`config.mk`:
```
export PLATFORM = sky130hd
export DESIGN_NAME = spi_sts_slave
export DESIGN_NICKNAME = d
export VERILOG_FILES = /design/src/rtl/spi_sts_pkg.sv /design/src/rtl/spi_sts_sync.sv /design/src/rtl/spi_sts_rx.sv /design/src/rtl/spi_sts_tx.sv /design/src/rtl/spi_sts_slave.sv
export SDC_FILE = /design/constraint.sdc
export NUM_CORES = 1
export LEC_CHECK = 0
export ABC_AREA = 1
export CAP_MARGIN = 40
export CORE_AREA = 2 2 61 63
export CTS_CLUSTER_SIZE = 14
export DETAILED_ROUTE_END_ITERATION = 8
export DIE_AREA = 0 0 63 65
export PLACE_DENSITY_LB_ADDON = 0.12
export SETUP_SLACK_MARGIN = 0.15
export SLEW_MARGIN = 20
export SYNTH_ARGS = -nofsm -noshare
export SYNTH_HDL_FRONTEND = slang
export SYNTH_HIERARCHICAL = 1
export SYNTH_SLANG_ARGS = --single-unit
```
`constraint.sdc`:
```
create_clock -name clk -period 1.5 [get_ports clk]
set_input_delay 0.3 -clock clk [delete_from_list [all_inputs] [get_ports clk]]
set_output_delay 0.3 -clock clk [all_outputs]
set_load 0.005 [all_outputs]
```
`src/rtl/spi_sts_pkg.sv`:
```
package spi_sts_pkg;
  typedef enum logic {
    PH_STATUS = 1'b0,
    PH_DATA   = 1'b1
  } sts_phase_e;
endpackage

```
`src/rtl/spi_sts_sync.sv`:
```
module spi_sts_sync #(
  parameter int           WIDTH   = 3,
  parameter int           STAGES  = 2,
  parameter logic [WIDTH-1:0] RST_VAL = '0
) (
  input  logic             clk,
  input  logic             rst,
  input  logic [WIDTH-1:0] d,
  output logic [WIDTH-1:0] q
);
  logic [WIDTH-1:0] pipe [STAGES];

  always_ff @(posedge clk) begin
    if (rst) begin
      for (int i = 0; i < STAGES; i++) pipe[i] <= RST_VAL;
    end else begin
      pipe[0] <= d;
      for (int i = 1; i < STAGES; i++) pipe[i] <= pipe[i-1];
    end
  end

  assign q = pipe[STAGES-1];
endmodule

```
`src/rtl/spi_sts_rx.sv`:
```
module spi_sts_rx #(
  parameter int BYTE_W = 8,
  localparam int CNT_W = $clog2(BYTE_W)
) (
  input  logic              clk,
  input  logic              rst,
  input  logic              clear,
  input  logic              bit_stb,
  input  logic              bit_in,
  output logic [BYTE_W-1:0] rx_data,
  output logic              rx_valid,
  output logic              byte_done,
  output logic              mid_byte
);
  localparam logic [CNT_W-1:0] LAST = CNT_W'(BYTE_W - 1);

  logic [CNT_W-1:0]  cnt;
  logic [BYTE_W-1:0] sh;

  assign byte_done = bit_stb && (cnt == LAST);
  assign mid_byte  = (cnt != '0);

  always_ff @(posedge clk) begin
    if (rst) begin
      cnt      <= '0;
      sh       <= '0;
      rx_data  <= '0;
      rx_valid <= 1'b0;
    end else if (clear) begin
      cnt      <= '0;
      sh       <= '0;
      rx_valid <= 1'b0;
    end else begin
      rx_valid <= 1'b0;
      if (bit_stb) begin
        sh <= {sh[BYTE_W-2:0], bit_in};
        if (cnt == LAST) begin
          cnt      <= '0;
          rx_data  <= {sh[BYTE_W-2:0], bit_in};
          rx_valid <= 1'b1;
        end else begin
          cnt <= cnt + 1'b1;
        end
      end
    end
  end
endmodule

```
`src/rtl/spi_sts_tx.sv`:
```
module spi_sts_tx
  import spi_sts_pkg::*;
#(
  parameter int                BYTE_W    = 8,
  parameter logic [BYTE_W-1:0] BUSY_CODE = 8'hA5,
  parameter logic [BYTE_W-1:0] IDLE_CODE = 8'h5A
) (
  input  logic              clk,
  input  logic              rst,
  input  logic              deselect,
  input  logic              start,
  input  logic              byte_end,
  input  logic              shift_stb,
  input  logic              app_ready,
  input  logic [BYTE_W-1:0] tx_data,
  output logic              tx_take,
  output logic              miso_bit
);
  sts_phase_e        phase, cur_phase;
  logic [BYTE_W-1:0] sh;

  assign cur_phase = start ? PH_STATUS : phase;
  assign miso_bit  = sh[BYTE_W-1];

  always_ff @(posedge clk) begin
    if (rst) begin
      sh      <= '0;
      phase   <= PH_STATUS;
      tx_take <= 1'b0;
    end else begin
      tx_take <= 1'b0;
      if (deselect) begin
        sh    <= '0;
        phase <= PH_STATUS;
      end else if (start || byte_end) begin
        if (cur_phase == PH_DATA) begin
          sh      <= tx_data;
          tx_take <= 1'b1;
        end else if (app_ready) begin
          sh    <= IDLE_CODE;
          phase <= PH_DATA;
        end else begin
          sh    <= BUSY_CODE;
          phase <= PH_STATUS;
        end
      end else if (shift_stb) begin
        sh <= {sh[BYTE_W-2:0], 1'b0};
      end
    end
  end
endmodule

```
`src/rtl/spi_sts_slave.sv`:
```
module spi_sts_slave #(
  parameter int                BYTE_W      = 8,
  parameter int                SYNC_STAGES = 2,
  parameter logic [BYTE_W-1:0] BUSY_CODE   = 8'hA5,
  parameter logic [BYTE_W-1:0] IDLE_CODE   = 8'h5A
) (
  input  logic              clk,
  input  logic              rst,
  input  logic              spi_cs_n,
  input  logic              spi_sclk,
  input  logic              spi_mosi,
  output logic              spi_miso_d,
  output logic              spi_miso_oe,
  input  logic              app_ready,
  input  logic [BYTE_W-1:0] tx_data,
  output logic              tx_take,
  output logic [BYTE_W-1:0] rx_data,
  output logic              rx_valid
);
  localparam logic [BYTE_W-1:0] ALL_ONES = {BYTE_W{1'b1}};

  // status codes must differ from a floating-high line
  if (BUSY_CODE == ALL_ONES || IDLE_CODE == ALL_ONES) begin : g_bad_code
    $error("status codes must not be all ones");
  end

  logic cs_s, sclk_s, mosi_s;
  logic cs_q, sclk_q;
  logic rise, fall, start;
  logic byte_done, mid_byte;

  spi_sts_sync #(
    .WIDTH(3), .STAGES(SYNC_STAGES), .RST_VAL(3'b100)
  ) u_sync (
    .clk(clk), .rst(rst),
    .d({spi_cs_n, spi_sclk, spi_mosi}),
    .q({cs_s, sclk_s, mosi_s})
  );

  always_ff @(posedge clk) begin
    if (rst) begin
      cs_q        <= 1'b1;
      sclk_q      <= 1'b0;
      spi_miso_oe <= 1'b0;
    end else begin
      cs_q        <= cs_s;
      sclk_q      <= sclk_s;
      spi_miso_oe <= ~cs_s;
    end
  end

  assign rise  = sclk_s & ~sclk_q & ~cs_s;
  assign fall  = ~sclk_s & sclk_q & ~cs_s;
  assign start = cs_q & ~cs_s;

  spi_sts_rx #(.BYTE_W(BYTE_W)) u_rx (
    .clk(clk), .rst(rst), .clear(cs_s),
    .bit_stb(rise), .bit_in(mosi_s),
    .rx_data(rx_data), .rx_valid(rx_valid),
    .byte_done(byte_done), .mid_byte(mid_byte)
  );

  spi_sts_tx #(
    .BYTE_W(BYTE_W), .BUSY_CODE(BUSY_CODE), .IDLE_CODE(IDLE_CODE)
  ) u_tx (
    .clk(clk), .rst(rst), .deselect(cs_s), .start(start),
    .byte_end(byte_done), .shift_stb(fall & mid_byte),
    .app_ready(app_ready), .tx_data(tx_data),
    .tx_take(tx_take), .miso_bit(spi_miso_d)
  );
endmodule

```
Yosys cells after proc, flatten, opt, wreduce, memory -nomap -nowiden
Memory sizes are Yosys's and may differ from the RTL's.
Index checks and enable logic that the tools add are counted.
{ "classes": {"n_addsub": 1, "n_eq_ne": 1, "muxes": 14, "bitwise": 14, "n_reduce_logical": 9} }
{ "op_table": {"columns": ["cell", "count"], "rows": [
  ["two-way mux 8 bit", 4],
  ["two-way mux 3 bit", 3],
  ["two-way mux 1 bit", 7],
  ["AND 1 bit", 6],
  ["NOT 1 bit", 6],
  ["OR reduction 3 bit", 2],
  ["adder 3 x 1 -> 3 bit (second input constant)", 1],
  ["== test 3 bit (second input constant)", 1],
  ["AND reduction 3 bit", 1],
  ["nonzero test 3 bit", 1],
  ["OR 1 bit", 2],
  ["AND reduction 2 bit", 1],
  ["nonzero test 2 bit", 1],
  ["OR reduction 2 bit", 1],
  ["logical AND 1 bit", 1],
  ["logical OR 1 bit", 1]
]} }
{ "totals": {"reg_bits": 32, "ram_bits": 6, "inputBits": 14, "output_inout_bits": 12, "elab_cells": 50, "n_memories": 1} }
{ "memory_table": {"columns": ["name", "depth", "word_bits", "rd", "rd_clocked_by_memory_dff", "write_ports", "line_no", "source"], "rows": [
  ["u_sync.pipe", 2, 3, 2, 0, 2, "spi_sts_sync.sv:11", "logic [WIDTH-1:0] pipe [STAGES];"]
]} }

Depth between registers and ports, before layout
{ "logic_depth": {"depth_word": 7, "mapped_depth": 11, "mapped_depth_nobuf": 9} }

By module
Netlist, hierarchy kept.
{ "modules_own_cells": {"columns": ["module", "instances", "cells_each", "area_per_inst_um2", "seq_area_each_um2"], "rows": [
  ["spi_sts_rx", 1, 107, 805.8, 380.4],
  ["spi_sts_tx", 1, 86, 564.3, 200.2],
  ["spi_sts_sync", 1, 22, 191.4, 120.1],
  ["spi_sts_slave", 1, 15, 112.6, 60.1]
]} }

Least setup slack after synthesis
No wires, ideal clock.
{ "synth_path": {"path_type": "register to register", "from": "mem u_sync.pipe[1][2] (netlist: u_sync/pipe[0][5])", "to": "reg u_tx.sh[0]", "setup_ns": 0.070, "arrival_ns": 1.314, "required_ns": 1.430, "path_slack_ns": 0.116, "stages_incl_launch_ff": 12, "path_buffers": 2, "synth_period_minus_slack_ns": 1.384, "cell_sequence": "dfxtp_1 -> buf_4 -> inv_2 -> nand2_1 -> nor2_2 -> buf_6 -> nand2_1 -> inv_1 -> nor2_4 -> inv_2 -> nand3_1 -> a21oi_1"} }
{ "synth_lines": {"columns": ["element", "line_no", "source"], "rows": [
  ["start, declared", "spi_sts_sync.sv:11", null],
  ["end signal, assigned", "spi_sts_tx.sv:37", "sh <= tx_data;"],
  ["end signal, assigned", "spi_sts_tx.sv:47", "sh <= {sh[BYTE_W-2:0], 1'b0};"],
  ["end, declared", "spi_sts_tx.sv:20", "logic [BYTE_W-1:0] sh;"]
]} }

Final worst setup path
{ "layout_path": {"from": "reg u_rx.cnt[0]", "to": "reg u_tx.sh[7]"} }
{ "layout_between": {"word_cells_on_any_way": 7, "cone_classes": "eq/ne: 1; mux: 1; bitwise: 1; reduce/logical: 4"} }
{ "layout_lines": {"columns": ["element", "line_no", "source"], "rows": [
  ["start, declared", "spi_sts_rx.sv:17", "logic [CNT_W-1:0] cnt;"],
  ["start signal, assigned", "spi_sts_rx.sv:42", "cnt <= cnt + 1'b1;"],
  ["nonzero test 3 bit", "spi_sts_rx.sv:21", "assign mid_byte = (cnt != '0);"],
  ["net mid_byte", "spi_sts_slave.sv:30", "logic byte_done, mid_byte;"],
  ["AND 1 bit", "spi_sts_slave.sv:67", ".byte_end(byte_done), .shift_stb(fall & mid_byte),"],
  ["nonzero test 2 bit (no source line)", null, null]
]} }
The timed path passes the listed nets, and every way through them passes these cells.
A chain may end at the register's enable or synchronous reset.

==> metrics.md <==
| Metric | Value |
|---|---|
| Pwr Total | 1.67 mW |
| CP max stage delay | 0.38 ns |
| I/O Buffers | 25 |
| Via/cell ratio | 4.48 |
| Final Setup Violations | 0 |
| Cell family with most CP delay | simple AND/OR/NAND/NOR gates |
| Remaining Overflow, GRT | 0 |
| Worst slack, placed | 0.0245 ns |
| Clk sinks | 38 |
| Cell count of the worst hold path | 2 |
| Final ANT Viol Nets | 0 |
| Total GRT Usage | 0.165 |
| Drt total wl | between 3000 and 4000 µm |
| Hold_buf cts | 0 |
| First-pass GRT wire length | 5200 µm |
| Worst Slack Setup Final | 0.160 ns |
| 1st-pass router iterations | 6 |
| Cell area power density | 787 nW/µm² |
| Drt wl/cell | between 9 and 10 µm |
| Clk root buf | clkbuf_4 |
| Clock tree buffer depth | 2 |
| Die Span Y | 65 µm |
| FF-to-FF Start | u_rx/cnt[0] |
| WP data arrival | 1.57 ns |
| Register area share after synthesis | 0.454 |
| CP required | 1.73 ns |
| Startpoint types | flop |
| Drt drc | 0 |
| Cell variety after synth | 21 |
| Post-Synthesis Cell Area | 1670 µm² |
| Headroom to the max-slew limit | 0.772 |
| Period Utilization, post-route | 0.893 |
| Hold Vio Cnt, Final | 0 |
| Die area | 4100 µm² |
| Syn Inst Count | 230 |
| CTS H-tree depth | 2 |
| Slew of the pin with the lowest slew margin | 0.342 ns |
| Synth Register Bits | 38 |
| Min-delay worst type | flop to flop |
| Area grow syn2layout | 27.0% |
| Initial Util | 0.479 |
| Worst-skew pair later-pin latency | around 0.34 ns |
| Setup slack, reg-to-reg | approximately 0.16 ns |
| Final min period | 1.34 ns |
| Finished Layout Cells | 310 |
| Fmax | between 700 and 800 MHz |
| Setup TNS Final | 0 ns |
| Hold EP | u_sync/pipe[0][4] |
| Syn Area/Cell | between 7 and 8 µm² |
| CTS tree | built |
| Slew Viols, Final | 0 |
| Number of CTS-inserted buffers | 5 |
| Placeable core area | 3500 µm² |
| Clock transition at the registers of the reported paths | 0.11 ns |
| Final hold slack | 0.411 ns |
| RR Endpoint | u_tx/sh[7] |
| Vias in the first global route | 1197 |
| Leak pwr | ~1 nW |
| DP HPWL | ~2200 µm |
| Max IR drop VDD | 0.000714 V |
| Crit path cell chain | inv_2 -> ha_1 -> nand2_1 -> nand2_2 -> nor2_4 -> buf_6 -> nand2_1 -> nand3_2 -> a21oi_2 |
| Nets | around 280 |
| Worst Reg2Reg Path Length in Cells | 9 |
| Row Count | 22 |
| Chip width | about 63 µm |
| Most frequent CP cell | nand2_1 |
| Commonest non-fill, non-tap cell in the layout | nand2_1 |
| Number of diodes | 0 |
| Synth Warn # | 6 |
| Crit path kind | flop to flop |
| Largest net degree at the start of global routing | 18 |
| CP Max Fanout | 7 |
| Worst setup EP type | flop |
| Clock skew | between 0.009 and 0.01 ns |
| Outcome | finished clean |
| Slowest cell on crit path | dfxtp_4 |
| Total number of vias | 1389 |
| Initial antenna violation count | 0 |
| Final Wtd Congestion | 0.794 |
| Cells after DPL | 300 |
| Commonest non-fill, non-tap cells in the layout | nand2_1, inv_1, dfxtp_1 |
| CP Buf/Inv Count | 2 |
| Layout cell share with drive strength beyond 1 | 0.229 |
| RSZ-0062 raised after global routing | true |
| MaxCap Viol Count | 0 |
| IO Count | 26 |
| Hold Path Origin | u_sync/pipe[0][1] |
| Syn_nets | around 250 |
| Detailed Route Iter0 Violations | 100 |
-- repair_timing --
| item | CTS | global route |
|---|---|---|
| pin swaps | 6 | 10 |
| cloned | 0 | 0 |
| setup endpoints to repair | 20 | 14 |
| buffers inserted | 2 | 0 |
| gates resized for setup | 25 | 22 |
-- worst reg2reg max path, stage by stage (launching register included) --
cell and delay (ns):
dfxtp_4 0.38, inv_2 0.04, ha_1 0.18, nand2_1 0.07
nand2_2 0.07, nor2_4 0.15, buf_6 0.14, nand2_1 0.07
nand3_2 0.08, a21oi_2 0.05
-- state kept, by name (all words and copies together), names as in the netlist --
register and cells:
u_rx/cnt 3, u_tx/sh 8, u_tx/tx_take 1, u_rx/rx_valid 1, u_rx/rx_data 8, u_sync/pipe 6
sclk_q 1, cs_q 1, u_tx/phase 1, u_rx/sh 7, spi_miso_oe 1
-- metrics by stage --
stage	area, µm²	utilization
after floorplan	1680	-
after detailed placement	1970	0.564
after global routing	2130	0.608
after global placement	1970	0.564
after CTS	2050	0.586
final	2130	0.608
-- cells in the mapped netlist --
| cell type | instances | share of area |
|---|---|---|
| nand2_1 | 48 | 0.11 |
| buf_4 | 5 | 0.022 |
| nor2_1 | 24 | 0.054 |
| nand3_1 | 25 | 0.075 |
| or2_2 | 1 | 0.0037 |
| o21ai_2 | 1 | 0.0052 |
| or2_1 | 1 | 0.0037 |
| a21oi_1 | 19 | 0.057 |
| nor2_2 | 3 | 0.011 |
| nor2_4 | 1 | 0.0067 |
| inv_1 | 41 | 0.092 |
| ha_1 | 4 | 0.030 |
| buf_6 | 3 | 0.020 |
| nand2_2 | 3 | 0.011 |
| dfxtp_1 | 38 | 0.45 |
| clkbuf_2 | 1 | 0.0030 |
| inv_2 | 6 | 0.013 |
| nor4_1 | 1 | 0.0037 |
| nand3_4 | 1 | 0.010 |
| nand2_4 | 1 | 0.0067 |
| o21ai_0 | 3 | 0.0090 |
-- final cells by class --
type,instances,area [µm²]
tap,48,60.1
sequential,38,778
multi-input combinational,136,737
clock buffer,7,55.1
inverter,47,179
fill,349,1370
timing repair buffer,33,312
clock inverter,1,5.00
-- kinds of logic after synthesis --
kind of cell,Yosys count,synth area share
simple gates,109,0.294
flops,38,0.454
fa+ha+maj,4,0.0299
compound gates,23,0.0710
buf+inv,56,0.151
-- worst max path at each step --
stage                 startpoint           end  cells after the start  slack [ns]
5_1_grt              u_rx/cnt[0]    u_tx/sh[7]                      9        0.09
3_3_place_gp                 rst  u_tx/tx_take                      3       -0.03
4_1_cts              u_rx/cnt[0]    u_tx/sh[3]                      8        0.15
3_5_place_dp                 rst  u_tx/tx_take                      3        0.02
6_report             u_rx/cnt[0]    u_tx/sh[7]                      9        0.16
2_1_floorplan  u_sync/pipe[0][5]    u_tx/sh[0]                     11        0.15
-- metal layers --
metal,wire [µm],up-vias,track usage
met5,0,-,0
met4,51,0,0.0694
met3,145,5,0.0625
met2,1320,25,0.245
met1,1560,597,0.214
li1,-,762,-
-- where the power goes --
part	switching, mW	internal [mW]
clock	0.319	0.227
combinational	0.0510	0.0535
sequential	0.00472	1.02
(Power assumes the default switching activity.)
